--- config.mk ---
export PLATFORM = sky130hd
export DESIGN_NAME = nbt_sram
export DESIGN_NICKNAME = d
export VERILOG_FILES = /design/src/rtl/nbt_sram_pkg.sv /design/src/rtl/nbt_ctrl.sv /design/src/rtl/nbt_datapath.sv /design/src/rtl/nbt_sram.sv
export SDC_FILE = /design/constraint.sdc
export NUM_CORES = 1
export LEC_CHECK = 0
export BUFFER_PORTS_ARGS = -buffer_cell sky130_fd_sc_hd__buf_4
export CAP_MARGIN = 20
export CORE_MARGIN = 2
export CORE_UTILIZATION = 45
export DETAILED_ROUTE_END_ITERATION = 10
export MAX_ROUTING_LAYER = met4
export PLACE_DENSITY = 0.74
export SYNTH_ARGS = -nofsm -noshare
export SYNTH_HDL_FRONTEND = slang
export SYNTH_SLANG_ARGS = --single-unit
--- constraint.sdc ---
create_clock -name clk -period 2.9 [get_ports clk]
set_input_delay 0.58 -clock clk [delete_from_list [all_inputs] [get_ports clk]]
set_output_delay 0.58 -clock clk [all_outputs]
set_load 0.05 [all_outputs]
--- src/rtl/nbt_sram_pkg.sv ---
package nbt_sram_pkg;

  // Strobes passed from control to datapath each cycle.
  typedef struct packed {
    logic rdNow;    // a read sits in the access stage
    logic wrNow;    // a write commits at the coming edge
    logic fwdHit;   // committing write targets the word being read
    logic flowSel;  // flow-through output path selected
  } ctrlStrobes_t;

endpackage

--- src/rtl/nbt_ctrl.sv ---
module nbt_ctrl
  import nbt_sram_pkg::*;
#(
  parameter int ADDR_W    = 6,
  parameter int BYTES     = 2,
  parameter int BURST_LEN = 4
) (
  input  logic               clk,
  input  logic               rstN,
  input  logic               flowMode,
  input  logic               interleaveMode,
  input  logic [ADDR_W-1:0]  addr,
  input  logic               writeN,
  input  logic [BYTES-1:0]   byteWeN,
  input  logic               ce1N,
  input  logic               ce2,
  input  logic               ce3N,
  input  logic               advance,
  input  logic               sleep,
  output ctrlStrobes_t       strb,
  output logic [ADDR_W-1:0]  rdAddr,
  output logic [ADDR_W-1:0]  wrAddr,
  output logic [BYTES-1:0]   wrBe
);
  localparam int BEAT_W = $clog2(BURST_LEN);

  typedef struct packed {
    logic              valid;
    logic              write;
    logic [ADDR_W-1:0] addr;
    logic [BYTES-1:0]  be;
  } stage_t;

  stage_t s1, s2, nxt, wrStage;
  logic startCmd, contCmd;
  logic burstActive, burstWrite;
  logic [ADDR_W-1:0] burstBase;
  logic [BEAT_W-1:0] beatCnt, nextBeat, lowBits;

  always_comb begin
    startCmd = !sleep && !advance && !ce1N && ce2 && !ce3N;
    contCmd  = !sleep && advance && burstActive;
    nextBeat = beatCnt + BEAT_W'(1);
    lowBits  = interleaveMode ? (burstBase[BEAT_W-1:0] ^ nextBeat)
                              : (burstBase[BEAT_W-1:0] + nextBeat);
    nxt.valid = startCmd || contCmd;
    nxt.write = startCmd ? !writeN : burstWrite;
    nxt.addr  = startCmd ? addr : {burstBase[ADDR_W-1:BEAT_W], lowBits};
    nxt.be    = ~byteWeN;
  end

  always_ff @(posedge clk or negedge rstN) begin
    if (!rstN) begin
      s1          <= '0;
      s2          <= '0;
      burstActive <= 1'b0;
      burstWrite  <= 1'b0;
      burstBase   <= '0;
      beatCnt     <= '0;
    end else begin
      s1          <= nxt;
      s2          <= s1;
      burstActive <= startCmd || contCmd;
      if (startCmd) begin
        burstBase  <= addr;
        beatCnt    <= '0;
        burstWrite <= !writeN;
      end else if (contCmd) begin
        beatCnt <= nextBeat;
      end
    end
  end

  // Late-write depth: one stage in flow-through, two when pipelined.
  always_comb begin
    wrStage      = flowMode ? s1 : s2;
    strb.rdNow   = s1.valid && !s1.write;
    strb.wrNow   = wrStage.valid && wrStage.write;
    strb.fwdHit  = strb.rdNow && strb.wrNow && (wrStage.addr == s1.addr);
    strb.flowSel = flowMode;
    rdAddr       = s1.addr;
    wrAddr       = wrStage.addr;
    wrBe         = wrStage.be;
  end

endmodule

--- src/rtl/nbt_datapath.sv ---
module nbt_datapath
  import nbt_sram_pkg::*;
#(
  parameter int ADDR_W = 6,
  parameter int BYTES  = 2,
  parameter int BYTE_W = 9
) (
  input  logic                      clk,
  input  logic                      rstN,
  input  ctrlStrobes_t              strb,
  input  logic [ADDR_W-1:0]         rdAddr,
  input  logic [ADDR_W-1:0]         wrAddr,
  input  logic [BYTES-1:0]          wrBe,
  input  logic [BYTES*BYTE_W-1:0]   dIn,
  input  logic                      oeN,
  input  logic                      sleep,
  output logic [BYTES*BYTE_W-1:0]   dOut,
  output logic                      dOutEn
);
  localparam int DATA_W = BYTES * BYTE_W;
  localparam int DEPTH  = 1 << ADDR_W;

  logic [DATA_W-1:0] mem [DEPTH];
  logic [DATA_W-1:0] arrWord, merged, outReg, driveData;
  logic outValid, driveOn;

  always_ff @(posedge clk) begin
    if (strb.wrNow) begin
      for (int b = 0; b < BYTES; b++) begin
        if (wrBe[b]) mem[wrAddr][b*BYTE_W +: BYTE_W] <= dIn[b*BYTE_W +: BYTE_W];
      end
    end
  end

  assign arrWord = mem[rdAddr];

  for (genvar b = 0; b < BYTES; b++) begin : g_lane
    assign merged[b*BYTE_W +: BYTE_W] = (strb.fwdHit && wrBe[b])
                                        ? dIn[b*BYTE_W +: BYTE_W]
                                        : arrWord[b*BYTE_W +: BYTE_W];
  end

  always_ff @(posedge clk or negedge rstN) begin
    if (!rstN) outValid <= 1'b0;
    else       outValid <= strb.rdNow;
  end

  always_ff @(posedge clk) begin
    if (strb.rdNow) outReg <= merged;
  end

  always_comb begin
    driveData = strb.flowSel ? merged : outReg;
    driveOn   = strb.flowSel ? strb.rdNow : outValid;
    dOutEn    = driveOn && !oeN && !sleep;
    dOut      = dOutEn ? driveData : '0;
  end

endmodule

--- src/rtl/nbt_sram.sv ---
module nbt_sram
  import nbt_sram_pkg::*;
#(
  parameter int ADDR_W    = 6,
  parameter int BYTES     = 2,
  parameter int BYTE_W    = 9,
  parameter int BURST_LEN = 4
) (
  input  logic                     clk,
  input  logic                     rstN,
  input  logic                     flowMode,
  input  logic                     interleaveMode,
  input  logic [ADDR_W-1:0]        addr,
  input  logic                     writeN,
  input  logic [BYTES-1:0]         byteWeN,
  input  logic                     ce1N,
  input  logic                     ce2,
  input  logic                     ce3N,
  input  logic                     advance,
  input  logic                     oeN,
  input  logic                     sleep,
  input  logic [BYTES*BYTE_W-1:0]  dIn,
  output logic [BYTES*BYTE_W-1:0]  dOut,
  output logic                     dOutEn
);
  ctrlStrobes_t strb;
  logic [ADDR_W-1:0] rdAddr, wrAddr;
  logic [BYTES-1:0]  wrBe;

  nbt_ctrl #(.ADDR_W(ADDR_W), .BYTES(BYTES), .BURST_LEN(BURST_LEN)) u_ctrl (
    .clk(clk), .rstN(rstN), .flowMode(flowMode), .interleaveMode(interleaveMode),
    .addr(addr), .writeN(writeN), .byteWeN(byteWeN), .ce1N(ce1N), .ce2(ce2),
    .ce3N(ce3N), .advance(advance), .sleep(sleep), .strb(strb),
    .rdAddr(rdAddr), .wrAddr(wrAddr), .wrBe(wrBe)
  );

  nbt_datapath #(.ADDR_W(ADDR_W), .BYTES(BYTES), .BYTE_W(BYTE_W)) u_dp (
    .clk(clk), .rstN(rstN), .strb(strb), .rdAddr(rdAddr), .wrAddr(wrAddr),
    .wrBe(wrBe), .dIn(dIn), .oeN(oeN), .sleep(sleep), .dOut(dOut), .dOutEn(dOutEn)
  );

endmodule

Word-level counts from Yosys, hierarchy flattened
Memory sizes are Yosys's and may differ from the RTL's.
Index checks and enable logic that the tools add are counted.
{ "totals": {"reg_bits": 47, "mem_bits_rw": 1152, "output_inout_bits": 19, "n_memories": 1} }
{ "memory_table": {"columns": ["memory", "words", "width", "rd", "rd_ports_with_merged_regs", "wr", "line", "source"], "rows": [
  ["u_dp.mem", 64, 18, 1, 0, 1, "nbt_datapath.sv:23", "logic [DATA_W-1:0] mem [DEPTH];"]
]} }
{ "classes": {"addsub": 2, "eq_ne": 1, "muxes": 16, "bitwise_logic": 2, "reduce_logical": 23} }
{ "op_table": {"columns": ["op", "count"], "rows": [
  ["two-way mux 18 bit", 2],
  ["two-way mux 9 bit", 2],
  ["logical AND 1 bit", 14],
  ["two-way mux 10 bit", 1],
  ["logical NOT 1 bit", 7],
  ["two-way mux 1 bit", 7],
  ["== test 6 bit", 1],
  ["two-way mux 2 bit", 3],
  ["two-way mux 6 bit", 1],
  ["adder 2 x 1 -> 2 bit (second input constant)", 1],
  ["adder 2 bit", 1],
  ["inverter 2 bit", 1],
  ["nonzero test 2 bit", 1],
  ["bitwise XOR 2 bit", 1],
  ["logical OR 1 bit", 1]
]} }

Longest topological paths before layout
{ "logic_depth": {"depth_word": 8, "mapped_depth": 11, "depth_no_buf": 6} }

By module
A second synthesis with hierarchy kept.
{ "unflattened": {"cells_unflattened": 2155, "hier_area_um2": 46519.6} }
{ "by_module_without_submodules": {"columns": ["mod", "n_inst", "cells_per_inst", "area_per_inst_um2", "seq_area_each_um2"], "rows": [
  ["nbt_datapath", 1, 2066, 45264.7, 35158.7],
  ["nbt_ctrl", 1, 89, 1255.0, 700.7]
]} }

Least setup slack after synthesis
Ideal clock, no wire load.
{ "synth_path": {"kind": "flip-flop to output port", "startpoint": "reg u_ctrl.s1[8] (netlist name)", "endpoint": "out dOut[10]", "arrival_ns": 3.308, "path_slack_ns": -0.988, "path_stages_with_launch": 7, "cell_sequence": "dfrtp_1 nor2b_1 mux2i_1 nor3_1 buf_2 o21ai_0 a31oi_1"} }
{ "synth_lines": {"columns": ["item", "line", "source"], "rows": [
  ["from (decl)", "nbt_ctrl.sv:34", "stage_t s1, s2, nxt, wrStage;"],
  ["from (signal assigned)", "nbt_ctrl.sv:61", "s1 <= nxt;"],
  ["to (decl)", "nbt_sram.sv:23", "output logic [BYTES*BYTE_W-1:0] dOut,"]
]} }

Worst setup path in the final report
{ "layout_path": {"startpoint": "reg u_ctrl.s1, in the netlist u_ctrl.rdAddr[1]", "endpoint": "out dOut[4]"} }
{ "layout_between": {"elab_chain_len": 7, "elab_cells_between_ends": 8} }
{ "layout_lines": {"columns": ["item", "line", "source"], "rows": [
  ["parallel branches: the longest is 4 deep, another holds memory (64 x 18 bit)", null, null],
  ["two-way mux 9 bit (*)", "nbt_datapath.sv:39", "? dIn[b*BYTE_W +: BYTE_W]"],
  ["two-way mux 18 bit (*)", "nbt_datapath.sv:53", "driveData = strb.flowSel ? merged : outReg;"],
  ["two-way mux 18 bit (*)", "nbt_datapath.sv:56", "dOut = dOutEn ? driveData : '0;"]
]} }
Every way passes the cells marked *.

==> summary.md <==
| Metric | Value |
|---|---|
| Final HPWL DP | `75.73 mm` |
| Synth Area in XOR/XNOR | `less than 1%` |
| Area share of fa/ha/maj cells after synthesis | `less than 1%` |
| Mux share of post-synthesis cell area | `about an eighth` |
| DRC Markers | `0` |
| Fillers | `around 7700` |
| Root Buffer | `clkbuf_16` |
| Final core area utilization | `55.80%` |
| Top cell type's share of synthesized area | `between 70 and 80%` |
| Static leakage | `20.58 nW` |
| Num rows | `119` |
| Die area | `~110000 um2` |
| Worst reg2reg endpoint | `u_dp.outReg[1]` |
| Worst setup path end | `dOut[4]` |
| Final Hold Viols | `0` |
| Critical Path Sink Type | `output pin` |
| Largest net degree at the start of global routing | `66` |
| Clock-pin slew on the worst setup and hold paths | `roughly 0.060 ns` |
| Post-Route WL | `between 100 and 150 mm` |
| Syn_area_per_cell | `17.45 um2` |
| WL per Instance | `~27 um` |
| Sequential share of power | `37.1%` |
| DIE HEIGHT | `329.4 um` |
| Final Net Count | `roughly 3200` |
| Clk pwr share | `between 20 and 30%` |
| Drt pass-1 iters | `8` |
| Post-Synthesis Cells | `2731` |
| Sw Share | `roughly 31%` |
| CTS tree | `yes` |
| Hold crit path type | `in2reg` |
| Most frequent cells in the layout | `edfxtp_1 (1170), mux2i_1 (439), buf_4 (384)` |
| Slew @ Worst Pin | `roughly 0.87 ns` |
| FF/Latch Area | `between 30000 and 40000 um2` |
| Area of the multi-input gates | `12090 um2` |
| Core area | `105100 um2` |
| Cell depth of the worst hold path | `2` |
| Number of synthesized flops with an enable pin | `about 1200` |
| Status | `finished with violations` |
| Vias per cell | `between 5 and 6` |
| Post-synth ARST share | `2.419%` |
| Num CTS Buffers | `approximately 120` |
| RSZ-0062 raised after global routing | `yes` |
| Internal Power | `approximately 36 mW` |
| NetSw | `around 16 mW` |
| Vias in the first global route | `around 27000` |
| FMAX | `0.2651 GHz` |
| R2R cell count | `17` |
| First-pass GRT wire length | `between 150 and 200 mm` |
| Area leader, netlist | `edfxtp_1` |
| Worst-path fanout max | `8` |
| Post-synthesis compound-gate area fraction | `5.669%` |
| Sequential-to-total area share from yosys stat | `75.26%` |
| Mapped Nets | `~2800` |
| Max-slew headroom | `a little over two fifths` |
| Clock buffer depth | `3` |
| Mapped Area | `about 48000 um2` |
| Starting Density | `45.33%` |
| CP required | `2.32 ns` |
| ANT nets after route | `0` |
| GR Overflow Total | `0` |
| Worst Setup Start Kind | `flip-flop` |
| Reg-to-reg setup timing slack | `-0.08 ns` |
| Cell variety after synth | `between 50 and 60` |
| Pwr Density | `between 800 and 900 nW/um2` |
| Slew Viols, Final | `0` |
| CTS H-tree depth | `3` |
| Critical Path Source | `u_ctrl.rdAddr[1]` |
| Comb pwr share | `between 30% and 40%` |
| Hold slack | `0.02573 ns` |
| Simple-Gate Fraction of Synth Area | `under 10%` |
| Final setup vio count | `19` |
| Clk_lat worst skew | `0.72 ns` |
| Area contributors post-synth | `edfxtp_1 (74%), mux2i_1 (9.5%), a22oi_1 (3.0%)` |
| Ys Warns | `0` |
| Min setup slack post-route | `-0.8716 ns` |
| Yosys reg bits | `between 1000 and 1500` |
| Peak supply drop | `0.0005760 V` |
| Critical R2R Launch | `u_ctrl.rdAddr[1]` |
| Worst Path Class, Setup | `reg2out` |
| Clk_skew | `between 0.03 and 0.04 ns` |
| Commonest non-fill, non-tap cell in the layout | `edfxtp_1` |
| Max-cap violation count | `0` |
| Initial antenna violation count | `1` |
| Area delta synth->final | `23.10%` |
| DRT iter0 DRCs | `~3700` |
| Final period util | `130.1%` |
| Synth Flop Type | `edfxtp_1` |
| IO Count | `56` |
| Largest family of logic cells by synthesized area | `multiplexers` |
| Tmin final | `3.772 ns` |
| Failing checks | `setup timing` |
| Port Buffers | `55` |
| DR vias | `~28000` |
| All-Layer GR Usage | `23.55%` |
| Share of cells above drive strength 1 | `between 20% and 30%` |
| Clock Sinks | `around 1200` |
| Die W | `329.4 um` |
| Placer Congestion | `~0.95` |
| Critical Path AT | `between 3 and 4 ns` |
==> power by group through the flow <==
stage | clock network, mW | registers, mW | logic (mW)
finish | 15.4 | 19.3 | 17.2
global route | 16.2 | 19.3 | 17.8
CTS | 15.5 | 19.3 | 16.3
detailed placement | 0 | 19.7 | 13.5
global placement | 0 | 19.7 | 13.4
floorplan | 0 | 19.6 | 8.38
==> repair_timing <==
action,4_1_cts,5_1_grt
buffers inserted,53,16
gates cloned,13,2
resized for setup,233,77
endpoints found under the hold margin,29,0
pin swaps,103,60
hold buffers,1,0
endpoints found under the setup margin,19,20
==> metal layers <==
metal	global-route usage (%)	up-vias	routed length [um]
met3	4.932	263	13600
met4	7.569	0	4035
li1	-	11843	-
met5	-	-	0
met2	36.34	1705	59750
met1	31.40	14207	48790
==> kinds of logic (layout without fill, tap and decap cells) <==
group                      count (synthesis)  in the layout
and+or+nand+nor                          434            434
muxes                                    527            527
xor gates and xnor gates                   9              9
AOI/OAI and AO/OA                        390            390
DFF                                     1199           1199
adders and majority gates                  1              1
buffers and inverters                    171            729
other                                      0              1
==> critical path, stage by stage (launching register included) <==
cell and delay (ns):
dfrtp_4 0.51, buf_12 0.16, buf_12 0.14, buf_12 0.15, buf_12 0.14, buf_12 0.15
mux2i_1 0.11, a22oi_1 0.22, nand3_1 0.20, nand3_2 0.11, nand2_2 0.07, a31oi_4 0.31
buf_6 0.20
==> cells in the mapped netlist (17+ instances only) <==
library cell  instances
nand3_1              68
dfrtp_1              29
a22o_1               17
a31oi_1              32
buf_4                40
o22ai_1              40
a22oi_1             193
nor2_1              139
clkbuf_1             49
edfxtp_1           1170
a21oi_1              38
mux4_2               63
nand2_1             158
buf_2                43
mux2i_1             453
o21ai_0              41
==> per-stage QoR <==
step	total power [mW]	setup WS (ns)	setup TNS [ns]	std cells	instance area, um2
floorplan	27.97	0.01268	0	2731	47780
global placement	33.11	-0.3937	-7.041	4382	52250
detailed placement	33.22	-0.3955	-9.690	4382	52250
CTS	51.07	-0.8038	-14.51	4668	58150
global route	53.34	-0.8916	-15.37	4681	58650
finish	51.90	-0.8716	-14.18	4681	58650
==> worst min-delay path by stage <==
stage | from | to | slack, ns
floorplan | rstN | u_ctrl.beatCnt[0] | 0.28
global placement | u_ctrl.burstBase[3] | u_ctrl.rdAddr[3] | 0.48
detailed placement | u_ctrl.burstBase[5] | u_ctrl.burstBase[5] | 0.50
CTS | byteWeN[0] | u_ctrl.s1[0] | 0.001
global route | byteWeN[0] | u_ctrl.s1[0] | 0.03
finish | byteWeN[0] | u_ctrl.s1[0] | 0.03
==> final cells by class <==
class / count / share of cell area [%]
multi-input combinational: 1361 / 20.62
inverter: 8 / 0.05120
timing repair buffer: 501 / 8.484
clock inverter: 68 / 1.348
sequential: 1199 / 61.15
antenna: 1 / 0.004266
tap: 1391 / 2.967
clock buffer: 152 / 5.371
==> sequential cells by signal (all words and copies together) (netlist names) <==
register,flops
u_dp.mem,1152
u_dp.outReg,18
u_ctrl.s2,10
u_ctrl.burstBase,6
u_ctrl.rdAddr,6
u_ctrl.s1,4
u_ctrl.beatCnt,2
u_dp.outValid,1
(Power assumes the default switching activity.)
